==> config.mk <==
export PLATFORM = sky130hd
export DESIGN_NAME = dual_ramp_seq
export DESIGN_NICKNAME = d
export VERILOG_FILES = /design/src/rtl/drs_pkg.sv /design/src/rtl/drs_sync.sv /design/src/rtl/drs_ctrl.sv /design/src/rtl/drs_merge.sv /design/src/rtl/drs_column.sv /design/src/rtl/dual_ramp_seq.sv
export SDC_FILE = /design/constraint.sdc
export NUM_CORES = 1
export LEC_CHECK = 0
export BUFFER_PORTS_ARGS = -buffer_cell sky130_fd_sc_hd__buf_2
export CORE_AREA = 2 2 106 108
export DETAILED_ROUTE_END_ITERATION = 10
export DIE_AREA = 0 0 108 110
export PLACE_DENSITY_LB_ADDON = 0.1
export SLEW_MARGIN = 30
export SYNTH_ARGS = -nofsm -noshare
export SYNTH_HDL_FRONTEND = slang
export SYNTH_SLANG_ARGS = --single-unit
export TNS_END_PERCENT = 50
==> constraint.sdc <==
create_clock -name clk_i -period 2 [get_ports clk_i]
set_clock_uncertainty 0.15 [all_clocks]
set_input_delay 0.1 -clock clk_i [delete_from_list [all_inputs] [get_ports clk_i]]
set_output_delay 0.1 -clock clk_i [all_outputs]
set_load 0.02 [all_outputs]
==> src/rtl/drs_pkg.sv <==
package drs_pkg;

  typedef enum logic [2:0] {
    ST_IDLE,
    ST_COARSE,
    ST_SETTLE,
    ST_FINE,
    ST_DONE
  } seq_state_e;

  function automatic int drs_max(input int a, input int b);
    return (a > b) ? a : b;
  endfunction

endpackage

==> src/rtl/drs_sync.sv <==
module drs_sync #(
  parameter int STAGES = 2
) (
  input  logic clk_i,
  input  logic rst_ni,
  input  logic d_i,
  output logic q_o
);

  logic [STAGES-1:0] ff_q;

  always_ff @(posedge clk_i or negedge rst_ni) begin
    if (!rst_ni) ff_q <= '0;
    else         ff_q <= {ff_q[STAGES-2:0], d_i};
  end

  assign q_o = ff_q[STAGES-1];

endmodule

==> src/rtl/drs_ctrl.sv <==
module drs_ctrl import drs_pkg::*; #(
  parameter int P_BITS = 3,
  parameter int Q_BITS = 5,
  parameter int OVL    = 2,
  parameter int LAT    = 2,
  parameter int STEP_W = 6
) (
  input  logic              clk_i,
  input  logic              rst_ni,
  input  logic              start_i,
  output logic              coarse_ramp_o,
  output logic              fine_ramp_o,
  output logic [STEP_W-1:0] step_o,
  output logic              done_o,
  output logic              clear_o,
  output logic              win_c_o,
  output logic              win_f_o,
  output logic              end_c_o,
  output logic              end_f_o,
  output logic [STEP_W-1:0] cnt_o
);

  localparam int C_STEPS = 1 << P_BITS;
  localparam int F_STEPS = (1 << Q_BITS) + 2 * OVL;
  // each phase runs LAT extra cycles so delayed comparator samples drain
  localparam int C_LAST  = C_STEPS + LAT - 1;
  localparam int F_LAST  = F_STEPS + LAT - 1;
  localparam int TW      = $clog2(drs_max(C_LAST, F_LAST) + 1);

  seq_state_e state_q, state_d;
  logic [TW-1:0] tick_q, tick_d;

  always_comb begin
    state_d = state_q;
    tick_d  = tick_q;
    clear_o = 1'b0;
    unique case (state_q)
      ST_IDLE, ST_DONE: begin
        if (start_i) begin
          state_d = ST_COARSE;
          tick_d  = '0;
          clear_o = 1'b1;
        end
      end
      ST_COARSE: begin
        if (tick_q == TW'(C_LAST)) begin
          state_d = ST_SETTLE;
          tick_d  = '0;
        end else begin
          tick_d = tick_q + 1'b1;
        end
      end
      ST_SETTLE: begin
        state_d = ST_FINE;
        tick_d  = '0;
      end
      ST_FINE: begin
        if (tick_q == TW'(F_LAST)) begin
          state_d = ST_DONE;
          tick_d  = '0;
        end else begin
          tick_d = tick_q + 1'b1;
        end
      end
      default: begin
        state_d = ST_IDLE;
        tick_d  = '0;
      end
    endcase
  end

  always_ff @(posedge clk_i or negedge rst_ni) begin
    if (!rst_ni) begin
      state_q <= ST_IDLE;
      tick_q  <= '0;
    end else begin
      state_q <= state_d;
      tick_q  <= tick_d;
    end
  end

  assign coarse_ramp_o = (state_q == ST_COARSE) && (tick_q < TW'(C_STEPS));
  assign fine_ramp_o   = (state_q == ST_FINE)   && (tick_q < TW'(F_STEPS));
  assign step_o        = STEP_W'(tick_q);
  assign done_o        = (state_q == ST_DONE);
  assign end_c_o       = (state_q == ST_COARSE) && (tick_q == TW'(C_LAST));
  assign end_f_o       = (state_q == ST_FINE)   && (tick_q == TW'(F_LAST));

  // align step and phase window with the synchronizer depth
  logic [LAT-1:0]    wc_q, wf_q;
  logic [STEP_W-1:0] cnt_q [LAT];

  always_ff @(posedge clk_i or negedge rst_ni) begin
    if (!rst_ni) begin
      wc_q <= '0;
      wf_q <= '0;
      for (int i = 0; i < LAT; i++) cnt_q[i] <= '0;
    end else begin
      wc_q     <= {wc_q[LAT-2:0], coarse_ramp_o};
      wf_q     <= {wf_q[LAT-2:0], fine_ramp_o};
      cnt_q[0] <= step_o;
      for (int i = 1; i < LAT; i++) cnt_q[i] <= cnt_q[i-1];
    end
  end

  assign win_c_o = wc_q[LAT-1];
  assign win_f_o = wf_q[LAT-1];
  assign cnt_o   = cnt_q[LAT-1];

endmodule

==> src/rtl/drs_merge.sv <==
module drs_merge #(
  parameter int P_BITS = 3,
  parameter int Q_BITS = 5,
  parameter int OVL    = 2,
  parameter int FW     = 6
) (
  input  logic [P_BITS-1:0]        coarse_i,
  input  logic [FW-1:0]            fine_i,
  output logic [P_BITS+Q_BITS-1:0] result_o
);

  localparam int N_BITS = P_BITS + Q_BITS;
  localparam int MAXV   = (1 << N_BITS) - 1;

  int sum;

  always_comb begin
    sum = int'(coarse_i) * (1 << Q_BITS) + int'(fine_i) - OVL;
    if (sum < 0)         result_o = '0;
    else if (sum > MAXV) result_o = N_BITS'(MAXV);
    else                 result_o = N_BITS'(sum);
  end

endmodule

==> src/rtl/drs_column.sv <==
module drs_column #(
  parameter int P_BITS = 3,
  parameter int Q_BITS = 5,
  parameter int OVL    = 2,
  parameter int LAT    = 2,
  parameter int STEP_W = 6
) (
  input  logic                     clk_i,
  input  logic                     rst_ni,
  input  logic                     cmp_i,
  input  logic                     clear_i,
  input  logic                     win_c_i,
  input  logic                     win_f_i,
  input  logic                     end_c_i,
  input  logic                     end_f_i,
  input  logic [STEP_W-1:0]        cnt_i,
  output logic [P_BITS-1:0]        sel_o,
  output logic [P_BITS+Q_BITS-1:0] result_o
);

  localparam int C_MAX = (1 << P_BITS) - 1;
  localparam int F_MAX = (1 << Q_BITS) + 2 * OVL - 1;
  localparam int FW    = $clog2(F_MAX + 1);

  logic              cmp_s;
  logic              tc_q, tf_q;
  logic [P_BITS-1:0] coarse_q;
  logic [FW-1:0]     fine_q;

  drs_sync #(.STAGES(LAT)) u_sync (
    .clk_i (clk_i),
    .rst_ni(rst_ni),
    .d_i   (cmp_i),
    .q_o   (cmp_s)
  );

  always_ff @(posedge clk_i or negedge rst_ni) begin
    if (!rst_ni) begin
      tc_q     <= 1'b0;
      tf_q     <= 1'b0;
      coarse_q <= '0;
      fine_q   <= '0;
    end else if (clear_i) begin
      tc_q <= 1'b0;
      tf_q <= 1'b0;
    end else begin
      // first high wins; at window end without a trip take the phase maximum
      if (!tc_q && win_c_i && (cmp_s || end_c_i)) begin
        tc_q     <= 1'b1;
        coarse_q <= cmp_s ? P_BITS'(cnt_i) : P_BITS'(C_MAX);
      end
      if (!tf_q && win_f_i && (cmp_s || end_f_i)) begin
        tf_q   <= 1'b1;
        fine_q <= cmp_s ? FW'(cnt_i) : FW'(F_MAX);
      end
    end
  end

  assign sel_o = coarse_q;

  drs_merge #(
    .P_BITS(P_BITS),
    .Q_BITS(Q_BITS),
    .OVL   (OVL),
    .FW    (FW)
  ) u_merge (
    .coarse_i(coarse_q),
    .fine_i  (fine_q),
    .result_o(result_o)
  );

endmodule

==> src/rtl/dual_ramp_seq.sv <==
module dual_ramp_seq import drs_pkg::*; #(
  parameter int N_COLS      = 4,
  parameter int P_BITS      = 3,
  parameter int Q_BITS      = 5,
  parameter int OVL         = 2,
  parameter int SYNC_STAGES = 2,
  localparam int N_BITS     = P_BITS + Q_BITS,
  localparam int STEP_W     = drs_max($clog2((1 << Q_BITS) + 2 * OVL), P_BITS)
) (
  input  logic                     clk_i,
  input  logic                     rst_ni,
  input  logic                     start_i,
  input  logic [N_COLS-1:0]        cmp_i,
  output logic                     coarse_ramp_o,
  output logic                     fine_ramp_o,
  output logic [STEP_W-1:0]        ramp_step_o,
  output logic [N_COLS*P_BITS-1:0] sel_o,
  output logic                     done_o,
  output logic [N_COLS*N_BITS-1:0] result_o
);

  logic              clear;
  logic              win_c, win_f, end_c, end_f;
  logic [STEP_W-1:0] cnt_d;

  drs_ctrl #(
    .P_BITS(P_BITS),
    .Q_BITS(Q_BITS),
    .OVL   (OVL),
    .LAT   (SYNC_STAGES),
    .STEP_W(STEP_W)
  ) u_ctrl (
    .clk_i        (clk_i),
    .rst_ni       (rst_ni),
    .start_i      (start_i),
    .coarse_ramp_o(coarse_ramp_o),
    .fine_ramp_o  (fine_ramp_o),
    .step_o       (ramp_step_o),
    .done_o       (done_o),
    .clear_o      (clear),
    .win_c_o      (win_c),
    .win_f_o      (win_f),
    .end_c_o      (end_c),
    .end_f_o      (end_f),
    .cnt_o        (cnt_d)
  );

  for (genvar j = 0; j < N_COLS; j++) begin : g_col
    drs_column #(
      .P_BITS(P_BITS),
      .Q_BITS(Q_BITS),
      .OVL   (OVL),
      .LAT   (SYNC_STAGES),
      .STEP_W(STEP_W)
    ) u_col (
      .clk_i   (clk_i),
      .rst_ni  (rst_ni),
      .cmp_i   (cmp_i[j]),
      .clear_i (clear),
      .win_c_i (win_c),
      .win_f_i (win_f),
      .end_c_i (end_c),
      .end_f_i (end_f),
      .cnt_i   (cnt_d),
      .sel_o   (sel_o[j*P_BITS +: P_BITS]),
      .result_o(result_o[j*N_BITS +: N_BITS])
    );
  end

endmodule

==> key figures <==
Outcome
  – Status: finished, violations left
  – Failing checks: setup timing

Placed design
  – Post-DP HPWL: 9.33 mm
  – Placed Instances: 768
  – GP Congestion: 0.832
  – Input/output buffers: 59

Floorplan
  – Die area: 0.0119 mm²
  – Initial Util: 44.1%
  – Core area: 0.0107 mm²
  – Die W: 108 µm
  – Number of top-level pins: 60
  – Die Ht: 110 µm
  – # rows: 38

Logic synthesis
  – Post-synth top area cell: dfrtp_1
  – FFs w/ async S/R, synth: 100%
  – Yosys warning count: 0
  – Top post-synthesis cells by area: dfrtp_1 41%, ha_1 10%, a211oi_1 5.1%
  – Gate Count Post-Synth: 471
  – Number of synthesized flops with an enable pin: 0
  – Post-Syn Nets: 520
  – Seq cells post-synth: 77
  – Synth cell count leaders: 77 x dfrtp_1, 55 x inv_1, 38 x ha_1, 32 x a211oi_1
  – Post-synth top area share: 40.8%
  – Ys flop type: dfrtp_1
  – Mapped cell area: 0.00472 mm²
  – Count leader, synth: dfrtp_1
  – Post-synthesis area per instance: 10.0 µm²
  – Seq/Total Area, Yosys: 40.8%
  – Netlist cell types: 54

Layout
  – Area Growth Syn to Fin: 59.7%
  – Final Net Count: 704
  – Diodes inserted: 0
  – Layout cells sized above 1: 49.8%
  – Final cell count without fillers: 800

GRT
  – Vias in the first global route: 4470
  – Largest net degree at the start of global routing: 46
  – First-pass GRT wire length: 21.1 mm
  – Grt total ovfl: 0
  – Routing usage on met2: 40.3%
  – Total track usage: 22.4%
  – M3 GR Usage: 2.23%
  – Antenna violations before repair: 0
  – Global Route met1 Usage: 28.4%
  – Most used routing layer: met2

Detailed routing
  – Wire length per cell: 15.5 µm
  – Via density: 5.43
  – DRC violations left: 0
  – Via count: 4342
  – Antenna viol nets, final: 0
  – DRT Pass-1 Iters: 4
  – Detailed Route WL: 12.4 mm
  – Initial DRC count: 191

STA
  – Pins Over Slew Limit: 0
  – # setup viols final: 32
  – Period minus WS final: 2.69 ns
  – Final hold vios: 0
  – Hold_ws: 0.121 ns
  – Setup TNS: -20.83 ns
  – Worst setup margin: -0.688 ns
  – Slew HR: 62.4%
  – Slew @ Worst Pin: 0.563 ns
  – Period utilisation layout: 134%
  – Max Freq: 372 MHz
  – RSZ-0062 raised after global routing: yes

Worst setup path
  – CP arrival: 2.44 ns
  – CP Launch Type: register
  – Worst Path Required: 1.75 ns
  – CP endpoint kind: primary output
  – CP Class: register to primary output
  – Max FO, Critical Path: 3

Clocking
  – H-tree levels: 3
  – Worst-case clock buffer depth: 2
  – CTS Buf Count: 9
  – CTS tree: built
  – CTS sink count: 77
  – Clk Latency, worst-skew pair: 0.36 ns
  – CTS root buffer: clkbuf_8
  – Clock slew at reported path FFs: 0.08 ns

Power and ir drop
  – Leakage Power: 0.00333 µW
  – Sw power: 4440 µW
  – Int Pwr: 6390 µW
  – Sequential power share: 17.6%
  – Max rail drop VDD: 0.000781 V
  – Comb pwr share: 69.9%
  – Clock Power Share: 12.5%
  – Switch share: 41.0%
  – Power density cells: 1440 mW/mm²

Min path
  – Path type of the worst min-delay path: input port to async pin

Job
  – Maxcap violations: 0
[cells by family after synthesis]
kind of cell	synth area share, %
fa+ha+maj	11.8
flops	40.8
simple gates	14.7
compound gates	24.6
xor+xnor	2.23
buf+inv	5.81
[through the flow]
step | power [µW] | util [%] | area (µm²) | setup WS, ns
CTS | 10400 | 68.3 | 7310 | -0.718
global placement | 8350 | 63.7 | 6820 | -0.250
finish | 10800 | 70.4 | 7540 | -0.688
detailed placement | 8510 | 63.7 | 6820 | -0.345
global route | 11600 | 70.4 | 7540 | -0.842
floorplan | 6420 | - | 5490 | -0.207
[state kept, by name (all words and copies together), names as in the netlist, 4 cells and up]
register / cells
g_col.u_col.fine_q: 24
u_ctrl.cnt_o: 6
g_col.u_col.tc_q: 4
u_ctrl.cnt_q: 6
g_col.u_col.tf_q: 4
g_col.u_col.u_sync.ff_q: 8
u_ctrl.step_o: 6
g_col.u_col.sel_o: 12
[repair_timing]
action | in CTS | in global routing
resized for setup | 53 | 39
hold buffers | 6 | 0
hold endpoints to repair | 49 | 0
endpoints found under the setup margin | 33 | 43
pin swaps | 9 | 25
buffers inserted | 3 | 7
[cell type report]
class / count / area, µm²
inverter: 55 / 206
fill: 818 / 3160
clock inverter: 6 / 93.8
tap: 140 / 175
sequential: 77 / 1940
timing repair buffer: 188 / 1540
clock buffer: 10 / 138
multi-input combinational: 324 / 3440
[layer usage]
| metal | vias up | wire length [µm] | part of all wire, % |
|---|---|---|---|
| li1 | 2103 | - | - |
| met4 | 0 | 172 | 1.4 |
| met2 | 83 | 6450 | 52 |
| met5 | - | 0 | 0 |
| met1 | 2141 | 5290 | 43 |
| met3 | 15 | 495 | 4.0 |
[power by group through the flow]
stage / Sequential, µW / Clock [µW] / Combinational [µW]
3_3_place_gp: 1920 / 0 / 6430
3_5_place_dp: 1930 / 0 / 6580
2_1_floorplan: 2000 / 0 / 4420
4_1_cts: 1910 / 1380 / 7140
6_report: 1910 / 1350 / 7570
5_1_grt: 1930 / 1450 / 8220
[path summary, 6_finish.rpt]
kind | depth (start not counted) | end | from | slack, ns
setup / recovery | 10 | result_o[26] | g_col[3].u_col.sel_o[0] | -0.69
hold reg to reg | 0 | u_ctrl.cnt_o[5] | u_ctrl.cnt_q[11] | 0.20
min in group clk_i | 0 | u_ctrl.cnt_o[5] | u_ctrl.cnt_q[11] | 0.20
setup reg to reg | 6 | g_col[2].u_col.fine_q[5] | u_ctrl.step_o[1] | 0.15
hold / removal | 2 | u_ctrl.cnt_q[6] | rst_ni | 0.12
max in group asynchronous | 3 | g_col[3].u_col.sel_o[0] | rst_ni | 0.89
[cell usage in the layout, fill, tap and decap left out, types with 7 or more instances in the layout]
master / synthesis / layout
inv_2: 0 / 10
ha_1: 38 / 20
o21ai_2: 4 / 9
a21oi_1: 20 / 15
xor2_1: 8 / 8
buf_6: 0 / 30
o21ai_0: 19 / 8
a31oi_1: 20 / 13
a21o_1: 9 / 9
nor3_1: 17 / 9
inv_1: 55 / 45
nand3_1: 11 / 9
a22o_1: 12 / 12
a2bb2oi_1: 12 / 12
nand2_1: 18 / 18
dfrtp_1: 77 / 65
ha_4: 0 / 15
dfrtp_2: 0 / 12
buf_4: 2 / 116
buf_2: 3 / 30
nor2_1: 7 / 7
clkbuf_8: 0 / 10
o22a_1: 12 / 12
nor3b_1: 11 / 11
a211oi_4: 0 / 26
[worst max-delay path, cell delays in order (launching register included)]
cell and delay (ns):
dfrtp_2 0.37, inv_2 0.04, ha_4 0.25, inv_2 0.04, ha_4 0.28, o21ai_4 0.06, or4_4 0.55, buf_4 0.17
a31oi_4 0.14, nor3_4 0.05, buf_6 0.12
Note: power is estimated with default switching activity, not from simulation.
